<file path="src/rtl/link_train_seq.sv">
module link_train_seq #(
  parameter int CLK_MHZ    = 100,
  parameter int CR_US      = 100,
  parameter int EQ_US      = 400,
  parameter int CR_TRIES   = 5,
  parameter int EQ_TRIES   = 5,
  parameter int STAT_TRIES = 100
) (
  input  logic       clk,
  input  logic       rst_n,
  input  logic       start,
  input  logic       abort,
  input  logic [2:0] lane_cnt,
  input  logic       tps3_ok,
  output logic       sb_req,
  output logic       sb_wr,
  output logic [9:0] sb_addr,
  output logic [7:0] sb_wdata,
  input  logic       sb_ack,
  input  logic [7:0] sb_rdata,
  output logic [1:0] pat_sel,
  output logic [1:0] drv_swing,
  output logic [1:0] drv_pre,
  output logic       busy,
  output logic       done,
  output logic       cr_ok,
  output logic       eq_ok
);
  localparam int CR_CYC = CR_US * CLK_MHZ;
  localparam int EQ_CYC = EQ_US * CLK_MHZ;
  localparam int WW = $clog2((EQ_CYC > CR_CYC ? EQ_CYC : CR_CYC) + 1);
  localparam int TW = $clog2(CR_TRIES + EQ_TRIES + 2);
  localparam int AW = $clog2(STAT_TRIES + 1);
  localparam logic [TW-1:0] CR_LIM  = TW'(CR_TRIES - 1);
  localparam logic [TW-1:0] EQ_LIM  = TW'(EQ_TRIES);
  localparam logic [AW-1:0] ATT_LIM = AW'(STAT_TRIES - 1);
  localparam logic [9:0] A_PAT  = 10'h102;
  localparam logic [9:0] A_DRV  = 10'h103;
  localparam logic [9:0] A_STAT = 10'h202;

  typedef enum logic [3:0] {
    S_IDLE, S_CLR, S_PAT, S_PWR, S_DRV, S_LOOP, S_WAIT, S_RD, S_EVAL, S_END, S_EWR
  } st_t;

  st_t           st;
  logic          phase, setup, done_r, cr_r, eq_r;
  logic [2:0]    idx;
  logic [WW-1:0] wcnt;
  logic [TW-1:0] tries;
  logic [AW-1:0] att;
  logic [1:0]    sw, pre, old_sw, pat;
  logic [7:0]    stat [5];
  logic [15:0]   lst, rqs;
  logic [3:0]    act;
  logic          cr_all, eq_all;
  logic [1:0]    mx_sw, mx_pre;
  logic [7:0]    drv_byte;

  assign lst      = {stat[1], stat[0]};
  assign rqs      = {stat[4], stat[3]};
  assign drv_byte = {2'b00, pre == 2'd3, pre, sw == 2'd3, sw};

  always_comb begin
    cr_all = 1'b1;
    eq_all = stat[2][0];
    mx_sw  = 2'd0;
    mx_pre = 2'd0;
    for (int i = 0; i < 4; i++) begin
      act[i] = lane_cnt > 3'(i);
      if (act[i]) begin
        cr_all = cr_all & lst[4*i];
        eq_all = eq_all & (lst[4*i +: 3] == 3'b111);
        if (rqs[4*i +: 2] > mx_sw)    mx_sw  = rqs[4*i +: 2];
        if (rqs[4*i+2 +: 2] > mx_pre) mx_pre = rqs[4*i+2 +: 2];
      end
    end
  end

  assign sb_req = (st == S_PWR) || (st == S_DRV) || (st == S_RD) || (st == S_EWR);
  assign sb_wr  = (st != S_RD);

  always_comb begin
    case (st)
      S_DRV:   sb_addr = A_DRV + {7'd0, idx};
      S_RD:    sb_addr = A_STAT + {7'd0, idx} + {9'd0, idx >= 3'd3};
      default: sb_addr = A_PAT;
    endcase
    case (st)
      S_PWR:   sb_wdata = {2'b00, ~phase, phase, 2'b00, pat};
      S_DRV:   sb_wdata = drv_byte;
      default: sb_wdata = 8'h00;
    endcase
  end

  always_ff @(posedge clk or negedge rst_n) begin
    if (!rst_n) begin
      st <= S_IDLE; phase <= 1'b0; setup <= 1'b0; done_r <= 1'b0;
      cr_r <= 1'b0; eq_r <= 1'b0; idx <= '0; wcnt <= '0; tries <= '0;
      att <= '0; sw <= '0; pre <= '0; old_sw <= '0; pat <= '0;
      for (int k = 0; k < 5; k++) stat[k] <= '0;
    end else begin
      done_r <= (st == S_EWR) && sb_ack;
      case (st)
        S_IDLE: if (start) begin
          sw <= '0; pre <= '0; old_sw <= '0; tries <= '0; phase <= 1'b0;
          cr_r <= 1'b0; eq_r <= 1'b0; st <= S_CLR;
        end
        S_CLR: begin
          pat <= '0; setup <= 1'b1; idx <= '0;
          st <= phase ? S_DRV : S_PAT;
        end
        S_PAT: begin
          pat <= phase ? (tps3_ok ? 2'd3 : 2'd2) : 2'd1;
          setup <= 1'b0; st <= S_PWR;
        end
        S_PWR: if (sb_ack) begin
          idx <= '0; st <= phase ? S_LOOP : S_DRV;
        end
        S_DRV: if (sb_ack) begin
          if (idx == 3'd3) begin
            idx <= '0; st <= (phase && setup) ? S_PAT : S_LOOP;
          end else idx <= idx + 3'd1;
        end
        S_LOOP: begin
          att <= '0; idx <= '0;
          wcnt <= phase ? WW'(EQ_CYC) : WW'(CR_CYC);
          st <= abort ? S_END : S_WAIT;
        end
        S_WAIT: if (wcnt == '0) st <= S_RD; else wcnt <= wcnt - 1'b1;
        S_RD: if (sb_ack) begin
          stat[idx] <= sb_rdata;
          if (idx == 3'd4) begin idx <= '0; st <= S_EVAL; end
          else idx <= idx + 3'd1;
        end
        S_EVAL: begin
          if (stat[2][7] && att < ATT_LIM) begin
            att <= att + 1'b1; st <= S_RD;
          end else if (!phase) begin
            if (cr_all) begin
              cr_r <= 1'b1; phase <= 1'b1; tries <= '0; st <= S_CLR;
            end else if (sw == 2'd3 || (sw == old_sw && tries >= CR_LIM)) st <= S_END;
            else begin
              if (sw == old_sw) tries <= tries + 1'b1;
              else begin tries <= '0; old_sw <= sw; end
              sw <= mx_sw; pre <= mx_pre; st <= S_DRV;
            end
          end else begin
            if (eq_all) begin eq_r <= 1'b1; st <= S_END; end
            else if (tries > EQ_LIM) st <= S_END;
            else begin
              tries <= tries + 1'b1; sw <= mx_sw; pre <= mx_pre; st <= S_DRV;
            end
          end
        end
        S_END: begin pat <= '0; st <= S_EWR; end
        S_EWR: if (sb_ack) st <= S_IDLE;
        default: st <= S_IDLE;
      endcase
    end
  end

  assign pat_sel   = pat;
  assign drv_swing = sw;
  assign drv_pre   = pre;
  assign busy      = (st != S_IDLE);
  assign done      = done_r;
  assign cr_ok     = cr_r;
  assign eq_ok     = eq_r;

  p_req_hold_r3: assert property (@(posedge clk) disable iff (!rst_n)
    (sb_req && !sb_ack) |=> (sb_req && $stable(sb_addr) && $stable(sb_wdata) && $stable(sb_wr)));
  p_eq_after_cr_r11: assert property (@(posedge clk) disable iff (!rst_n)
    eq_ok |-> cr_ok);
  p_done_pulse_r11: assert property (@(posedge clk) disable iff (!rst_n)
    done |=> !done);
  p_idle_clear_r9: assert property (@(posedge clk) disable iff (!rst_n)
    !busy |-> (pat_sel == 2'd0 && !sb_req));
  p_cr_budget_r5: assert property (@(posedge clk) disable iff (!rst_n)
    !phase |-> (tries < TW'(CR_TRIES)));
  p_abort_r10: assert property (@(posedge clk) disable iff (!rst_n)
    (st == S_LOOP && abort) |=> (st == S_END));
endmodule

</file>
<file path="config.mk">
export PLATFORM = sky130hd
export DESIGN_NAME = link_train_seq
export DESIGN_NICKNAME = d
export VERILOG_FILES = /design/src/rtl/link_train_seq.sv
export SDC_FILE = /design/constraint.sdc
export NUM_CORES = 1
export LEC_CHECK = 0
export BUFFER_PORTS_ARGS = -buffer_cell sky130_fd_sc_hd__buf_2
export CAP_MARGIN = 10
export CORE_MARGIN = 2
export CORE_UTILIZATION = 60
export CTS_CLUSTER_SIZE = 24
export DETAILED_ROUTE_END_ITERATION = 10
export PLACE_DENSITY = 0.9
export SYNTH_ARGS = -nofsm -noshare
export SYNTH_HDL_FRONTEND = slang
export SYNTH_SLANG_ARGS = --single-unit
</file>
<file path="constraint.sdc">
create_clock -name clk -period 3.95 [get_ports clk]
set_input_delay 0.5925 -clock clk [delete_from_list [all_inputs] [get_ports clk]]
set_output_delay 0.5925 -clock clk [all_outputs]
set_load 0.01 [all_outputs]
</file>
==> results.sh, run 1 <==
export IMPL_firstDrtPassIters=5
export IMPL_die_w_um=93.9
export IMPL_route_final_wire_length_um=11900
export IMPL_synth_simple_gate_area_share=0.166
export IMPL_grt_pass1_vias=4138
export IMPL_number_of_remaining_drc_errors=0
export IMPL_avgSynthCellArea_um2=9.36
export IMPL_hpwlAfterDp_um=8390
export IMPL_detail_route_iter0_violations=323
export IMPL_min_period_over_period=0.931
export IMPL_n_antenna_cell=0
export IMPL_area_growth_synth_to_final_pct=10.4
export IMPL_finish_cell_count_without_fillers=660
export IMPL_fin_skew_ns=0.0118
export IMPL_synthesis_instances=518
export IMPL_routed_via_count=4167
export IMPL_endpoint_kind="flip-flop"
export IMPL_yosysUniqueCellTypes=69
export IMPL_clock_slew_at_the_register_clock_pins_of_the_worst_setup_and_hold_paths_ns=0.08
export IMPL_grt_max_degree=78
export IMPL_gr_total_overflow=0
export IMPL_max_freq_ghz=0.272
export IMPL_design_die_area_um2=8810
export IMPL_rd_place_congestion=0.870
export IMPL_max_cap_viol_count=0
export IMPL_setup_tns_final_ns=0
export IMPL_synth_sequential_area_ratio=0.398
export IMPL_final_util=0.689
export IMPL_yosys_register_bits=77
export IMPL_cts_inserted_buffers=9
export IMPL_run_status="complete, no violations"
export IMPL_design_core_area_um2=7770
export IMPL_initial_antenna_violation_count=0
export IMPL_dpl_cell_count=645
export IMPL_worstSetupPathType="in2reg"
export IMPL_post_cts_hold_buffer_count=0
export IMPL_final_fill_count=600
export IMPL_worstSkewPairLatency_ns=0.34
export IMPL_drt_antenna_violating_nets=0
export IMPL_htree_levels=3
export IMPL_cp_data_required_time_ns=4.17
export IMPL_multiInputGateArea_um2=2660
export IMPL_post_route_cells_drive_above_1_share=0.194
export IMPL_yosysWarnings=0
export IMPL_cts_root_buf="clkbuf_8"
export IMPL_yosysMostFrequentCell="dfrtp_1"
export IMPL_floorplan_initialDensity=0.624
export IMPL_cp_start_kind="primary input"
export IMPL_timing_slew_headroom=0.345
export IMPL_synth_top_flop_cell="dfrtp_1"
export IMPL_seqCellArea_um2=1930
export IMPL_synthMuxAreaShare=0.0857
export IMPL_io_buffer_count=40
export IMPL_yosys_top_cells_count="dfrtp_1, nor2_1, nand2_1, o21ai_0, inv_1"
export IMPL_synth_area_leader_cell="dfrtp_1"
export IMPL_syn_area_um2=4850
export IMPL_ir_drop_mv=0.457
export IMPL_fp_dieH_um=93.9
export IMPL_grt_pass1_wl_um=19600
export IMPL_timing_final_hold_violations=0
export IMPL_synth_top_family_by_area="compound AO/OA/AOI/OAI gates"
export IMPL_synth_top_cell_area_share=0.398
export IMPL_ios=47
export IMPL_cts_repair_resized=0
export IMPL_p_per_area_nw_per_um2=623
export IMPL_static_leakage_power_nw=2.41
export IMPL_drt_wirelength_per_cell_um=18.0
export IMPL_worst_slew_pin_slew_ns=0.983
export IMPL_arrival_time_reported_for_the_critical_path_endpoint_ns=3.89
export IMPL_asyncSetResetFlopFracSynth=1.00
export IMPL_cts_tree="done"
export IMPL_cts_path_max_buffers=2
export IMPL_synth_area_leaders="dfrtp_1, ha_1, mux2_2"
export IMPL_placement_setup_worst_slack_ns=-0.0604
export IMPL_setup_slack_ns=0.272
export IMPL_timing_final_setup_violations=0
export IMPL_synth_edff_count=0
export IMPL_rsz0062_at_grt="false"
export IMPL_synth_adder_area_share=0.0774
export IMPL_track_usage=0.285
export IMPL_finalWorstPathRequiredPeriod_ns=3.68
export IMPL_yosys_area_share_xor_xnor=0.0199
export IMPL_avgViaCountPerCell=6.31
export IMPL_placementRows=32
export IMPL_cp_max_fo=5
export IMPL_r2r_cells=14
export IMPL_worst_hold_path_type="in2async"
export IMPL_slew_viol_final=0
export IMPL_postCtsSetupRepairBufs=0
export IMPL_final_nets=601
export IMPL_clock_sink_count=77
export IMPL_synth_compound_gate_area_share=0.195
-- per-stage QoR --
stage	hold slack (ns)	total power, mW	instance area [um2]
floorplan	0.297	2.23	4870
global placement	0.483	2.50	5110
detailed placement	0.498	2.60	5110
CTS	0.434	3.32	5350
global route	0.469	3.55	5350
finish	0.386	3.33	5350
-- state kept, by name (all words and copies together), names as in the netlist --
| name | cells |
|---|---|
| lst | 12 |
| pat_sel | 2 |
| wcnt | 16 |
| att | 7 |
| setup | 1 |
| eq_ok | 1 |
| tries | 4 |
| old_sw | 2 |
| idx | 3 |
| cr_ok | 1 |
| drv_pre | 2 |
| drv_swing | 2 |
| done | 1 |
| phase | 1 |
| st | 4 |
| rqs | 16 |
| stat | 2 |
-- layer usage --
metal | up-vias | share of wire | track usage
met5 | - | 0 | 0
met4 | 0 | 0.024 | 0.127
met3 | 36 | 0.061 | 0.0457
met2 | 178 | 0.51 | 0.501
met1 | 2024 | 0.41 | 0.342
li1 | 1929 | - | -
-- kinds of logic (layout without fill, tap and decap cells) --
logic type	Yosys count	after routing
adder cells (fa/ha/maj)	30	30
flip-flops	77	77
AO/OA/AOI/OAI	137	137
XOR/XNOR	11	11
buffers and inverters	65	100
multiplexers	37	37
AND/OR/NAND/NOR	160	160
other	1	6
-- cell usage in the layout, fill, tap and decap left out, drive strengths merged, types with 3 or more instances in the layout --
cell      n
a21oi    20
or3       4
dfrtp    77
nand4     5
a22oi     3
xor2      8
o22a      9
clkbuf    9
nor2b     5
xnor2     3
o22ai     3
nand3    12
bufinv    3
a31oi    12
o21ai    39
mux2i     4
nand2    41
o2bb2ai   6
o31ai     4
nor3     12
nor4      6
and2      9
nor2     51
clkinv    5
mux2     33
conb      6
inv      36
buf      47
ha       30
nand2b    4
a22o      5
o221ai    7
-- worst paths after layout --
kind | slack, ns | from | end
hold / removal | 0.39 | rst_n | drv_swing[1]
min in group clk | 0.48 | start | eq_ok
setup / recovery | 0.27 | lane_cnt[2] | drv_swing[0]
hold reg to reg | 0.52 | lst[10] | lst[10]
setup reg to reg | 0.67 | rqs[1] | drv_swing[0]
max in group asynchronous | 2.91 | rst_n | wcnt[13]
-- worst max-delay path, cell delays in order --
cell	delay (ns)
buf_2	0.10
or3_1	0.46
and2_1	0.23
ha_1	0.28
nand2b_1	0.05
o221ai_1	0.08
mux2_2	0.38
ha_1	0.29
inv_1	0.05
o221ai_1	0.19
mux2_2	0.38
ha_1	0.29
inv_1	0.04
o221ai_1	0.21
mux2i_1	0.21
o2bb2ai_1	0.07
-- where the power goes --
part / total, mW / switching (mW) / internal [mW]
combinational: 1.34 / 0.783 / 0.561
sequential: 1.28 / 0.303 / 0.980
clock: 0.708 / 0.291 / 0.417
-- final cells by class --
| cell class | count | area share |
|---|---|---|
| Sequential cell | 77 | 0.360 |
| Clock inverter | 6 | 0.0210 |
| Multi-Input combinational cell | 381 | 0.497 |
| Timing Repair Buffer | 47 | 0.0477 |
| Clock buffer | 9 | 0.0232 |
| Inverter | 38 | 0.0267 |
| Tap cell | 102 | 0.0239 |
(Power assumes the default switching activity.)
==> inputs of run 2 (changes only) <==
--- a/config.mk
+++ b/config.mk
@@ -8,9 +8,9 @@
 export BUFFER_PORTS_ARGS = -buffer_cell sky130_fd_sc_hd__buf_2
 export CAP_MARGIN = 10
-export CORE_MARGIN = 2
+export CORE_MARGIN = 8
 export CORE_UTILIZATION = 60
 export CTS_CLUSTER_SIZE = 24
 export DETAILED_ROUTE_END_ITERATION = 10
-export PLACE_DENSITY = 0.9
+export PLACE_DENSITY = 0.92
 export SYNTH_ARGS = -nofsm -noshare
 export SYNTH_HDL_FRONTEND = slang
==> constraint.sdc (replaced) <==
create_clock -name clk -period 3.95 [get_ports clk]
set_input_delay 0.79 -clock clk [delete_from_list [all_inputs] [get_ports clk]]
set_output_delay 0.79 -clock clk [all_outputs]
set_load 0.01 [all_outputs]
==> run 2 against run 1 <==
Effect of this change:
- sequential power barely moved
- worst setup slack got worse by 0.12 ns
- die area rose by 27%
- routed wire length barely moved
- sequential cell count did not move
- clock power fell by 24%
- via count rose by 0.41%
- non-clock buffer count rose by 2
- power fell by 5.0%
- utilization fell by 0.52 points
- critical path type unchanged
- largest cell class unchanged
- highest routed layer unchanged
==> results.sh, run 2 (synthesis results as in run 1) <==
export IMPL_run_status="complete, no violations"
export IMPL_dpl_cell_count=647
export IMPL_design_die_area_um2=11200
export IMPL_final_nets=603
export IMPL_final_util=0.684
export IMPL_drt_wirelength_per_cell_um=18.0
export IMPL_cts_root_buf="clkbuf_8"
export IMPL_slowest_cp_cell="or3_4"
export IMPL_r2r_cells=14
export IMPL_initial_antenna_violation_count=0
export IMPL_slew_viol_final=0
export IMPL_number_of_remaining_drc_errors=0
export IMPL_cts_path_max_buffers=2
export IMPL_cts_inserted_buffers=9
export IMPL_max_stage_delay_ns=0.41
export IMPL_clock_power_share=0.171
export IMPL_hpwlAfterDp_um=8610
export IMPL_max_freq_ghz=0.263
export IMPL_cts_repair_resized=0
export IMPL_firstDrtPassIters=6
export IMPL_static_leakage_power_nw=2.39
export IMPL_n_antenna_cell=0
export IMPL_route_final_wire_length_um=11900
export IMPL_die_w_um=106
export IMPL_post_route_cells_drive_above_1_share=0.198
export IMPL_detail_route_iter0_violations=427
export IMPL_p_sw_frac=0.437
export IMPL_avgViaCountPerCell=6.32
export IMPL_final_cell_mix="dfrtp_1, nor2_1, nand2_1"
export IMPL_grt_max_degree=78
export IMPL_timing_critical_path_from="lane_cnt[2]"
export IMPL_clock_slew_at_the_register_clock_pins_of_the_worst_setup_and_hold_paths_ns=0.08
export IMPL_drt_antenna_violating_nets=0
export IMPL_max_cap_viol_count=0
export IMPL_timing_final_hold_violations=0
export IMPL_p_per_area_nw_per_um2=597
export IMPL_pwr_share_comb=0.426
export IMPL_postCtsSetupRepairBufs=0
export IMPL_power_internal_mw=1.78
export IMPL_worst_slew_pin_slew_ns=0.961
export IMPL_hold_path_depth=1
export IMPL_grt_pass1_wl_um=19600
export IMPL_worst_hold_path_type="reg2reg"
export IMPL_cp_data_required_time_ns=4.18
export IMPL_rd_place_congestion=0.876
export IMPL_r2r_start="rqs[1]"
export IMPL_reg2reg_to="drv_swing[0]"
export IMPL_fp_dieH_um=106
export IMPL_final_common_cell="dfrtp_1"
export IMPL_floorplan_initialDensity=0.624
export IMPL_setup_tns_final_ns=0
export IMPL_cp_start_kind="primary input"
export IMPL_ir_drop_mv=0.493
export IMPL_finish_cell_count_without_fillers=662
export IMPL_hold_path_startpoint="lst[13]"
export IMPL_grt_pass1_vias=4128
export IMPL_finalWorstPathRequiredPeriod_ns=3.80
export IMPL_setup_slack_ns=0.150
export IMPL_gr_total_overflow=0
export IMPL_cp_max_fo=5
export IMPL_clock_sink_count=77
export IMPL_placement_setup_worst_slack_ns=-0.192
export IMPL_final_fill_count=578
export IMPL_io_buffer_count=40
export IMPL_htree_levels=3
export IMPL_timing_slew_headroom=0.359
export IMPL_design_core_area_um2=7770
export IMPL_cp_cell_sequence="buf_2 > or3_4 > and2_1 > ha_1 > nand2b_1 > o221ai_1 > mux2_2 > ha_1 > inv_1 > o221ai_1 > mux2_2 > ha_1 > inv_1 > o221ai_1 > mux2i_1 > o2bb2ai_1"
export IMPL_fin_skew_ns=0.00798
export IMPL_rsz0062_at_grt="false"
export IMPL_power_frac_seq=0.403
export IMPL_arrival_time_reported_for_the_critical_path_endpoint_ns=4.03
export IMPL_worstSetupPathType="in2reg"
export IMPL_placementRows=32
export IMPL_ios=47
export IMPL_min_period_over_period=0.962
export IMPL_net_switching_power_mw=1.38
export IMPL_cts_tree="done"
export IMPL_area_growth_synth_to_final_pct=9.55
export IMPL_endpoint_kind="flip-flop"
export IMPL_reg2reg_slack_ns=0.68
export IMPL_track_usage=0.212
export IMPL_design_power_total_mw=3.17
export IMPL_worstSkewPairLatency_ns=0.36
export IMPL_post_cts_hold_buffer_count=0
export IMPL_worstHoldEndpoint="lst[13]"
export IMPL_routed_via_count=4184
export IMPL_timing_final_setup_violations=0
-- run 2: how the worst max path moves through the flow --
| stage | to | slack, ns |
|---|---|---|
| 2_1_floorplan | drv_swing[0] | 0.004 |
| 3_3_place_gp | drv_swing[0] | -0.04 |
| 3_5_place_dp | drv_swing[0] | -0.19 |
| 4_1_cts | drv_pre[0] | 0.10 |
| 5_1_grt | drv_pre[0] | 0.02 |
| 6_report | drv_swing[0] | 0.15 |
-- run 2: per-stage QoR --
step / hold slack (ns) / cell area (um2)
after floorplan: 0.466 / 4870
after global placement: 0.482 / 5130
after detailed placement: 0.487 / 5130
after CTS: 0.507 / 5300
after global routing: 0.525 / 5310
final: 0.502 / 5310
-- run 2: layout make-up --
| type | count | area, um2 | area share |
|---|---|---|---|
| multi-input combinational | 381 | 2680 | 0.504 |
| clock inverter | 4 | 25.0 | 0.00471 |
| sequential | 77 | 1930 | 0.363 |
| inverter | 38 | 143 | 0.0269 |
| clock buffer | 11 | 141 | 0.0266 |
| tap | 102 | 128 | 0.0240 |
| timing repair buffer | 49 | 270 | 0.0509 |
-- run 2: worst max-delay path, delay by kind of cell --
kind            cells  cell delay [ns]
mux                 3             0.98
fa+ha+maj           3             0.84
simple gates        3             0.65
compound gates      4             0.58
buf+inv             3             0.19
-- run 2: power groups by stage --
stage	Sequential, mW	Combinational, mW	Clock, mW
global placement	1.26	1.24	0
finish	1.28	1.35	0.541
CTS	1.27	1.33	0.549
global route	1.31	1.50	0.574
detailed placement	1.28	1.32	0
floorplan	1.12	1.11	0
-- run 2: metal layers --
metal,global-route usage,routed length [um],vias to the layer above
li1,-,-,1939
met1,0.252,4880,2031
met2,0.361,5970,187
met3,0.0438,780,27
met4,0.0995,282,0
met5,0,0,-
